--- src/rtl/i2c_cfg_pkg.sv ---
package i2c_cfg_pkg;
  localparam int ADDR_W = 8;
  localparam int DATA_W = 8;
  localparam int NREG = 1 << ADDR_W;

  // strobes from bus control to register datapath
  typedef struct packed {
    logic              wrEn;     // store data at pointer, then advance
    logic              ptrLoad;  // load pointer with data
    logic              ptrInc;   // advance pointer by one
    logic [DATA_W-1:0] data;
  } regStrobeT;

  typedef enum logic [2:0] {
    ST_IDLE,
    ST_DEV,
    ST_REG,
    ST_WR,
    ST_RD,
    ST_SKIP
  } busStateT;
endpackage

--- src/rtl/i2c_cfg_regs.sv ---
module i2c_cfg_regs
  import i2c_cfg_pkg::*;
#(
  parameter logic [DATA_W-1:0] DEFAULT_SEED = 8'h5A
) (
  input  logic              clk,
  input  logic              rstN,
  input  regStrobeT         strobe,
  output logic [DATA_W-1:0] ptrData,
  input  logic [ADDR_W-1:0] cfgRdAddr,
  output logic [DATA_W-1:0] cfgRdData
);
  logic [DATA_W-1:0] regs [NREG];
  logic [ADDR_W-1:0] ptr;

  always_ff @(posedge clk or negedge rstN) begin
    if (!rstN) begin
      for (int i = 0; i < NREG; i++) regs[i] <= DATA_W'(i) ^ DEFAULT_SEED;
    end else if (strobe.wrEn) begin
      regs[ptr] <= strobe.data;
    end
  end

  always_ff @(posedge clk or negedge rstN) begin
    if (!rstN)               ptr <= '0;
    else if (strobe.ptrLoad) ptr <= strobe.data[ADDR_W-1:0];
    else if (strobe.ptrInc)  ptr <= ptr + 1'b1;
  end

  assign ptrData   = regs[ptr];
  assign cfgRdData = regs[cfgRdAddr];

  // pointer advances by one with natural wrap
  assert_ptr_step_R5: assert property (@(posedge clk) disable iff (!rstN)
    (strobe.ptrInc && !strobe.ptrLoad) |=> ptr == ADDR_W'($past(ptr) + 1'b1));

  // a stored byte lands at the pre-increment pointer
  assert_write_lands_R4: assert property (@(posedge clk) disable iff (!rstN)
    strobe.wrEn |=> regs[$past(ptr)] == $past(strobe.data));
endmodule

--- src/rtl/i2c_cfg_ctrl.sv ---
module i2c_cfg_ctrl
  import i2c_cfg_pkg::*;
#(
  parameter logic [6:0] DEV_ADDR    = 7'h69,
  parameter int         SYNC_STAGES = 2
) (
  input  logic              clk,
  input  logic              rstN,
  input  logic              sclIn,
  input  logic              sdaIn,
  input  logic [DATA_W-1:0] ptrData,
  output regStrobeT         strobe,
  output logic              sdaDriveLow
);
  localparam int CNT_W = $clog2(DATA_W + 1);
  localparam logic [CNT_W-1:0] BYTE_DONE = CNT_W'(DATA_W);

  logic [SYNC_STAGES-1:0] sclPipe, sdaPipe;
  logic sclS, sdaS, sclQ, sdaQ;

  always_ff @(posedge clk or negedge rstN) begin
    if (!rstN) begin
      sclPipe <= '1;
      sdaPipe <= '1;
      sclQ    <= 1'b1;
      sdaQ    <= 1'b1;
    end else begin
      sclPipe <= {sclPipe[SYNC_STAGES-2:0], sclIn};
      sdaPipe <= {sdaPipe[SYNC_STAGES-2:0], sdaIn};
      sclQ    <= sclS;
      sdaQ    <= sdaS;
    end
  end

  assign sclS = sclPipe[SYNC_STAGES-1];
  assign sdaS = sdaPipe[SYNC_STAGES-1];

  logic sclRise, sclFall, startEv, stopEv;
  assign sclRise = sclS & ~sclQ;
  assign sclFall = ~sclS & sclQ;
  assign startEv = sclS & sclQ & sdaQ & ~sdaS;
  assign stopEv  = sclS & sclQ & ~sdaQ & sdaS;

  busStateT          state;
  logic [CNT_W-1:0]  bitCnt;
  logic              inAck, drvLow, isRead;
  logic [DATA_W-1:0] shiftIn, txShift;
  logic              byteEnd;

  assign byteEnd = sclFall && !inAck && (bitCnt == BYTE_DONE);

  always_ff @(posedge clk or negedge rstN) begin
    if (!rstN) begin
      state   <= ST_IDLE;
      bitCnt  <= '0;
      inAck   <= 1'b0;
      drvLow  <= 1'b0;
      isRead  <= 1'b0;
      shiftIn <= '0;
      txShift <= '0;
    end else if (startEv || stopEv) begin
      state  <= startEv ? ST_DEV : ST_IDLE;
      bitCnt <= '0;
      inAck  <= 1'b0;
      drvLow <= 1'b0;
    end else begin
      unique case (state)
        ST_DEV, ST_REG, ST_WR: begin
          if (sclRise && !inAck) begin
            shiftIn <= {shiftIn[DATA_W-2:0], sdaS};
            bitCnt  <= bitCnt + 1'b1;
          end else if (byteEnd) begin
            if (state == ST_DEV && shiftIn[DATA_W-1:1] != DEV_ADDR) begin
              state <= ST_SKIP;
            end else begin
              inAck  <= 1'b1;
              drvLow <= 1'b1;
              if (state == ST_DEV) isRead <= shiftIn[0];
            end
          end else if (sclFall && inAck) begin
            inAck  <= 1'b0;
            bitCnt <= '0;
            drvLow <= 1'b0;
            if (state == ST_DEV) begin
              if (isRead) begin
                state   <= ST_RD;
                txShift <= ptrData;
                drvLow  <= ~ptrData[DATA_W-1];
              end else begin
                state <= ST_REG;
              end
            end else begin
              state <= ST_WR;
            end
          end
        end
        ST_RD: begin
          if (!inAck) begin
            if (sclRise) begin
              bitCnt <= bitCnt + 1'b1;
            end else if (sclFall) begin
              if (bitCnt == BYTE_DONE) begin
                drvLow <= 1'b0;
                inAck  <= 1'b1;
              end else begin
                txShift <= {txShift[DATA_W-2:0], 1'b0};
                drvLow  <= ~txShift[DATA_W-2];
              end
            end
          end else begin
            if (sclRise && sdaS) begin
              state <= ST_SKIP;
            end else if (sclFall) begin
              inAck   <= 1'b0;
              bitCnt  <= '0;
              txShift <= ptrData;
              drvLow  <= ~ptrData[DATA_W-1];
            end
          end
        end
        default: ;
      endcase
    end
  end

  always_comb begin
    strobe.data    = shiftIn;
    strobe.wrEn    = (state == ST_WR) && byteEnd && !startEv && !stopEv;
    strobe.ptrLoad = (state == ST_REG) && byteEnd && !startEv && !stopEv;
    strobe.ptrInc  = strobe.wrEn ||
                     ((state == ST_RD) && inAck && sclRise && !startEv && !stopEv);
  end

  assign sdaDriveLow = drvLow;

  // START and STOP take over the control state
  assert_start_enters_dev_R9: assert property (@(posedge clk) disable iff (!rstN)
    startEv |=> state == ST_DEV);
  assert_stop_goes_idle_R9: assert property (@(posedge clk) disable iff (!rstN)
    (stopEv && !startEv) |=> state == ST_IDLE);
  // a pull-low only begins while the clock is low
  assert_pull_on_low_clock_R10: assert property (@(posedge clk) disable iff (!rstN)
    $rose(drvLow) |-> !sclS);
  // the line is released while the bus is ignored
  assert_skip_released_R3: assert property (@(posedge clk) disable iff (!rstN)
    (state == ST_SKIP || state == ST_IDLE) |-> !drvLow);
endmodule

--- src/rtl/i2c_cfg_target.sv ---
module i2c_cfg_target
  import i2c_cfg_pkg::*;
#(
  parameter logic [6:0]        DEV_ADDR     = 7'h69,
  parameter logic [DATA_W-1:0] DEFAULT_SEED = 8'h5A,
  parameter int                SYNC_STAGES  = 2
) (
  input  logic              clk,
  input  logic              rstN,
  input  logic              sclIn,
  input  logic              sdaIn,
  output logic              sdaDriveLow,
  input  logic [ADDR_W-1:0] cfgRdAddr,
  output logic [DATA_W-1:0] cfgRdData
);
  regStrobeT         strobe;
  logic [DATA_W-1:0] ptrData;

  i2c_cfg_ctrl #(
    .DEV_ADDR   (DEV_ADDR),
    .SYNC_STAGES(SYNC_STAGES)
  ) uCtrl (
    .clk        (clk),
    .rstN       (rstN),
    .sclIn      (sclIn),
    .sdaIn      (sdaIn),
    .ptrData    (ptrData),
    .strobe     (strobe),
    .sdaDriveLow(sdaDriveLow)
  );

  i2c_cfg_regs #(
    .DEFAULT_SEED(DEFAULT_SEED)
  ) uRegs (
    .clk      (clk),
    .rstN     (rstN),
    .strobe   (strobe),
    .ptrData  (ptrData),
    .cfgRdAddr(cfgRdAddr),
    .cfgRdData(cfgRdData)
  );
endmodule

--- config.mk ---
export PLATFORM = sky130hd
export DESIGN_NAME = i2c_cfg_target
export DESIGN_NICKNAME = d
export VERILOG_FILES = /design/src/rtl/i2c_cfg_pkg.sv /design/src/rtl/i2c_cfg_regs.sv /design/src/rtl/i2c_cfg_ctrl.sv /design/src/rtl/i2c_cfg_target.sv
export SDC_FILE = /design/constraint.sdc
export NUM_CORES = 2
export LEC_CHECK = 0
export BUFFER_PORTS_ARGS = -buffer_cell sky130_fd_sc_hd__buf_2
export CAP_MARGIN = 20
export CELL_PAD_IN_SITES_DETAIL_PLACEMENT = 0
export CELL_PAD_IN_SITES_GLOBAL_PLACEMENT = 1
export CORE_MARGIN = 1
export CORE_UTILIZATION = 30
export CTS_CLUSTER_DIAMETER = 30
export CTS_CLUSTER_SIZE = 14
export DETAILED_ROUTE_END_ITERATION = 6
export GPL_ROUTABILITY_DRIVEN = 0
export PLACE_DENSITY = 0.58
export SYNTH_ARGS = -nofsm -noshare
export SYNTH_HDL_FRONTEND = slang
export SYNTH_HIERARCHICAL = 1
export SYNTH_SLANG_ARGS = --single-unit
--- constraint.sdc ---
create_clock -name clk -period 9.63 [get_ports clk]
set_clock_uncertainty 0.15 [all_clocks]
set_input_delay 1.4445 -clock clk [delete_from_list [all_inputs] [get_ports clk]]
set_output_delay 1.4445 -clock clk [all_outputs]
set_load 0.01 [all_outputs]
==> summary.txt <==
Status
  • Status: finished clean

Timing
  • Final count of hold timing violations: 0
  • RSZ-0062 raised after global routing: false
  • Tightest Pin Transition: between 1 and 1.5 ns
  • Final Slew Violations: 0
  • Minimum clock period: roughly 7.6 ns
  • Slew HR: 0.1449
  • Total negative slack: 0 ns
  • Count of final setup violators: 0
  • Final cycle utilization of the critical path: 0.7863
  • Timing-limited maximum frequency: 132.1 MHz

GRT
  • Initial antenna violation count: 25
  • Maximum number of pins on one net before global-route repair: just under 200
  • Aggregate global routing overflow: 0
  • Aggregate global-route resource usage: 0.2144
  • Vias in the first global route: approximately 77,000
  • Global-route wire length before repair: approximately 600,000 um

Drt
  • Number of DRC violations after detailed routing: 0
  • Met1 wire length: 175,000 um
  • Detailed Route WL: ~410,000 um
  • Routed length on met2: ~190,000 um
  • Number of vias in the routed layout: 73,060
  • Routed length per instance: 31.81 um
  • Pre-antenna DRT Iters: 5
  • Highest metal used: met5
  • Antenna Violating Nets Remaining: 0
  • DR vias/cell: around 5.7
  • Met3 Wirelength: 28,600 um
  • Initial detailed-routing violation count: a little under 7,000

Worst hold path
  • Min-delay src: uCtrl/sdaPipe[0]
  • Hold WC Path Type: reg -> reg

Clock tree
  • CTS Buffer Depth: 4
  • Clock slew at the register clock pins of the worst setup and hold paths: ~0.04 ns
  • Count of buffers added by post-CTS timing repair for setup: 0
  • CTS-repair resized insts: 0
  • Sink count of the clock tree: approximately 2,100
  • Clock tree from TritonCTS: done
  • Cts bufs inserted: between 500 and 600
  • Hold bufs inserted after CTS: 0
  • # H-tree levels: 6
  • Master cell of the clock root buffer: sky130_fd_sc_hd__clkbuf_16
  • Clk Latency, worst-skew pair: approximately 1 ns

Layout
  • Share of final-layout standard cells stronger than drive strength 1: 0.6930
  • Final net count: 7,465
  • Post-route core utilization: 0.3736
  • Relative area change from synthesis to final layout: 23.71%

Power
  • Total power divided by cell area: roughly 220 mW/mm^2
  • Maximum VDD drop: between 0.2 and 0.25 mV
  • Lkg Pwr: 57.10 nW
  • Design Power: approximately 0.03 W

Yosys
  • Count of flip-flops with a built-in enable after synthesis: 0
  • Yosys top cell by area: sky130_fd_sc_hd__dfstp_2
  • Syn Inst Count: 7,181
  • Most common flop cell mapped by yosys: sky130_fd_sc_hd__dfrtp_1
  • Yosys reg bits: 2,087
  • Post-Syn Nets: just over 7,000
  • Yosys synthesis warning count: 6
  • Distinct cell type count of the synthesized netlist: between 70 and 80
  • Area contributors post-synth: sky130_fd_sc_hd__dfstp_2 (24%), sky130_fd_sc_hd__dfrtp_1 (23%), sky130_fd_sc_hd__mux4_2 (21%)
  • Count leader, synth: sky130_fd_sc_hd__mux2_2
  • Seq/Total Area, Yosys: 0.4750
  • Average cell area after synthesis: around 16 um^2
  • Post-synth top cells: sky130_fd_sc_hd__mux2_2 (2,083), sky130_fd_sc_hd__mux4_2 (1,064), sky130_fd_sc_hd__dfrtp_1 (1,057)
  • Share of the synthesized area in the top cell type: 0.2402
  • Cell area after technology mapping: 0.1127 mm^2
  • Post-synthesis async set-or-reset flop share: 1.000

Critical path
  • Critical path capture point type: primary output
  • Critical path class: in -> out
  • Critical Path Start Type: primary input
  • Data arrival time at the worst-slack endpoint: approximately 6.0 ns
  • Start point of the critical path: cfgRdAddr[0]
  • R2R Path Start: uRegs/ptr[2]
  • Data required, critical path: approximately 8 ns
  • Critical-path maximum fanout: 43

Floorplan
  • Total number of placement rows: approximately 220
  • Initial Util: 0.3020
  • Die outline height: between 600 and 700 um
  • Die Span X: between 600 and 700 um
  • Die ar.: 0.3780 mm^2
  • Core area: ~0.37 mm^2
  • Number of placed I/O pins: 21

Placement
  • Sum of net half-perimeters after detailed placement: roughly 260,000 um
  • Number of port buffers: 20

Flow run
  • Reported max-cap violation count: 0
==> critical path, cell delays in order <==
cell	delay (ns)
sky130_fd_sc_hd__buf_8	0.50
sky130_fd_sc_hd__buf_12	0.43
sky130_fd_sc_hd__buf_4	0.50
sky130_fd_sc_hd__mux2i_1	0.15
sky130_fd_sc_hd__o221ai_1	0.22
sky130_fd_sc_hd__a21oi_1	0.11
sky130_fd_sc_hd__o31ai_1	0.82
sky130_fd_sc_hd__nor4_1	0.10
sky130_fd_sc_hd__buf_4	0.21
sky130_fd_sc_hd__nor4_1	0.88
sky130_fd_sc_hd__buf_4	0.25
sky130_fd_sc_hd__buf_2	0.13
==> kinds of logic (layout without fill, tap and decap cells) <==
kind of cell | Yosys count | after routing | synth area share
multiplexers | 3452 | 3452 | 0.4480
flip-flops | 2087 | 2087 | 0.4750
buffers and inverters | 640 | 1390 | 0.02531
AND/OR/NAND/NOR | 596 | 596 | 0.02429
AO/OA/AOI/OAI | 392 | 392 | 0.02620
XOR/XNOR | 8 | 8 | 0.0006219
adder cells (fa/ha/maj) | 6 | 6 | 0.0006663
other | 0 | 11 | 0
==> placed cells by master, fill, tap and decap left out, types with 11 or more instances in the layout <==
master                          n
sky130_fd_sc_hd__a211oi_1      11
sky130_fd_sc_hd__a21oi_1       58
sky130_fd_sc_hd__a22oi_1       38
sky130_fd_sc_hd__and2_1        13
sky130_fd_sc_hd__buf_12        37
sky130_fd_sc_hd__buf_2         21
sky130_fd_sc_hd__buf_4        206
sky130_fd_sc_hd__buf_6         52
sky130_fd_sc_hd__bufinv_16     61
sky130_fd_sc_hd__clkbuf_1     130
sky130_fd_sc_hd__clkbuf_16    568
sky130_fd_sc_hd__clkbuf_8     108
sky130_fd_sc_hd__clkinv_16     20
sky130_fd_sc_hd__clkinv_2      97
sky130_fd_sc_hd__clkinv_8      11
sky130_fd_sc_hd__clkinvlp_4    22
sky130_fd_sc_hd__dfrtp_1     1043
sky130_fd_sc_hd__dfrtp_4       12
sky130_fd_sc_hd__dfstp_2     1030
sky130_fd_sc_hd__diode_2       11
sky130_fd_sc_hd__inv_1         11
sky130_fd_sc_hd__inv_16        12
sky130_fd_sc_hd__inv_6         18
sky130_fd_sc_hd__mux2_2      2083
sky130_fd_sc_hd__mux2i_1      305
sky130_fd_sc_hd__mux4_2      1064
sky130_fd_sc_hd__nand2_1      169
sky130_fd_sc_hd__nand3_1       31
sky130_fd_sc_hd__nor2_1       208
sky130_fd_sc_hd__nor2b_1       13
sky130_fd_sc_hd__nor3_1        60
sky130_fd_sc_hd__o21ai_0       17
sky130_fd_sc_hd__o221ai_1     110
sky130_fd_sc_hd__o22ai_1       64
sky130_fd_sc_hd__o32ai_1       14
==> flip-flops by register name (all words and copies together), names as in the netlist <==
| register | cells |
|---|---|
| uRegs/regs | 2048 |
| uCtrl/shiftIn | 8 |
| uRegs/ptr | 8 |
| uCtrl/txShift | 7 |
| uCtrl/bitCnt | 4 |
| uCtrl/state | 3 |
| uCtrl/sclPipe | 2 |
| uCtrl/sdaPipe | 2 |
| uCtrl/inAck | 1 |
| uCtrl/isRead | 1 |
| uCtrl/sclQ | 1 |
| uCtrl/sdaDriveLow | 1 |
| uCtrl/sdaQ | 1 |
==> path summary, 6_finish.rpt <==
path / to / slack [ns] / depth (start not counted)
max in group asynchronous: uRegs/regs[373] / 6.76 / 3
worst min-delay path: uCtrl/sdaPipe[1] / 0.20 / 0
min in group asynchronous: uRegs/regs[515] / 0.30 / 1
worst max register to register: uCtrl/txShift[6] / 4.15 / 9
worst max-delay path: cfgRdData[0] / 2.06 / 12
worst min register to register: uCtrl/sdaPipe[1] / 0.20 / 0
==> power by group <==
group | internal [W] | total [W] | switching [W] | leakage (nW)
registers | 0.00885 | 0.00920 | 0.000350 | 25.3
logic | 0.000306 | 0.00188 | 0.00157 | 22.1
clock network | 0.0133 | 0.0193 | 0.00598 | 9.70
==> routing by layer <==
| metal | track usage | vias up |
|---|---|---|
| met3 | 0.04913 | 757 |
| li1 | - | 29050 |
| met4 | 0.09247 | 8 |
| met5 | 0 | - |
| met2 | 0.3292 | 2792 |
| met1 | 0.2902 | 40460 |
==> final cells by class <==
class	count	area, um^2
clock buffers	805	16170
inverters	14	62.56
fillers	34530	233700
repair buffers	323	3094
well taps	4972	6221
diodes	11	27.53
flip-flops and latches	2087	53560
clock inverters	248	3721
multi-input cells	4454	56520
==> metrics by stage <==
step	hold WS [ns]	cells	setup WS, ns	instance area, um^2
2_1_floorplan	0.1952	7181	4.461	112700
3_3_place_gp	0.1980	11770	1.893	118600
3_5_place_dp	0.1975	11830	2.094	119300
4_1_cts	0.2036	12890	2.081	139200
5_1_grt	0.2042	12910	2.025	139400
6_report	0.2025	12910	2.058	139400
Note: power is estimated with default switching activity, not from simulation.
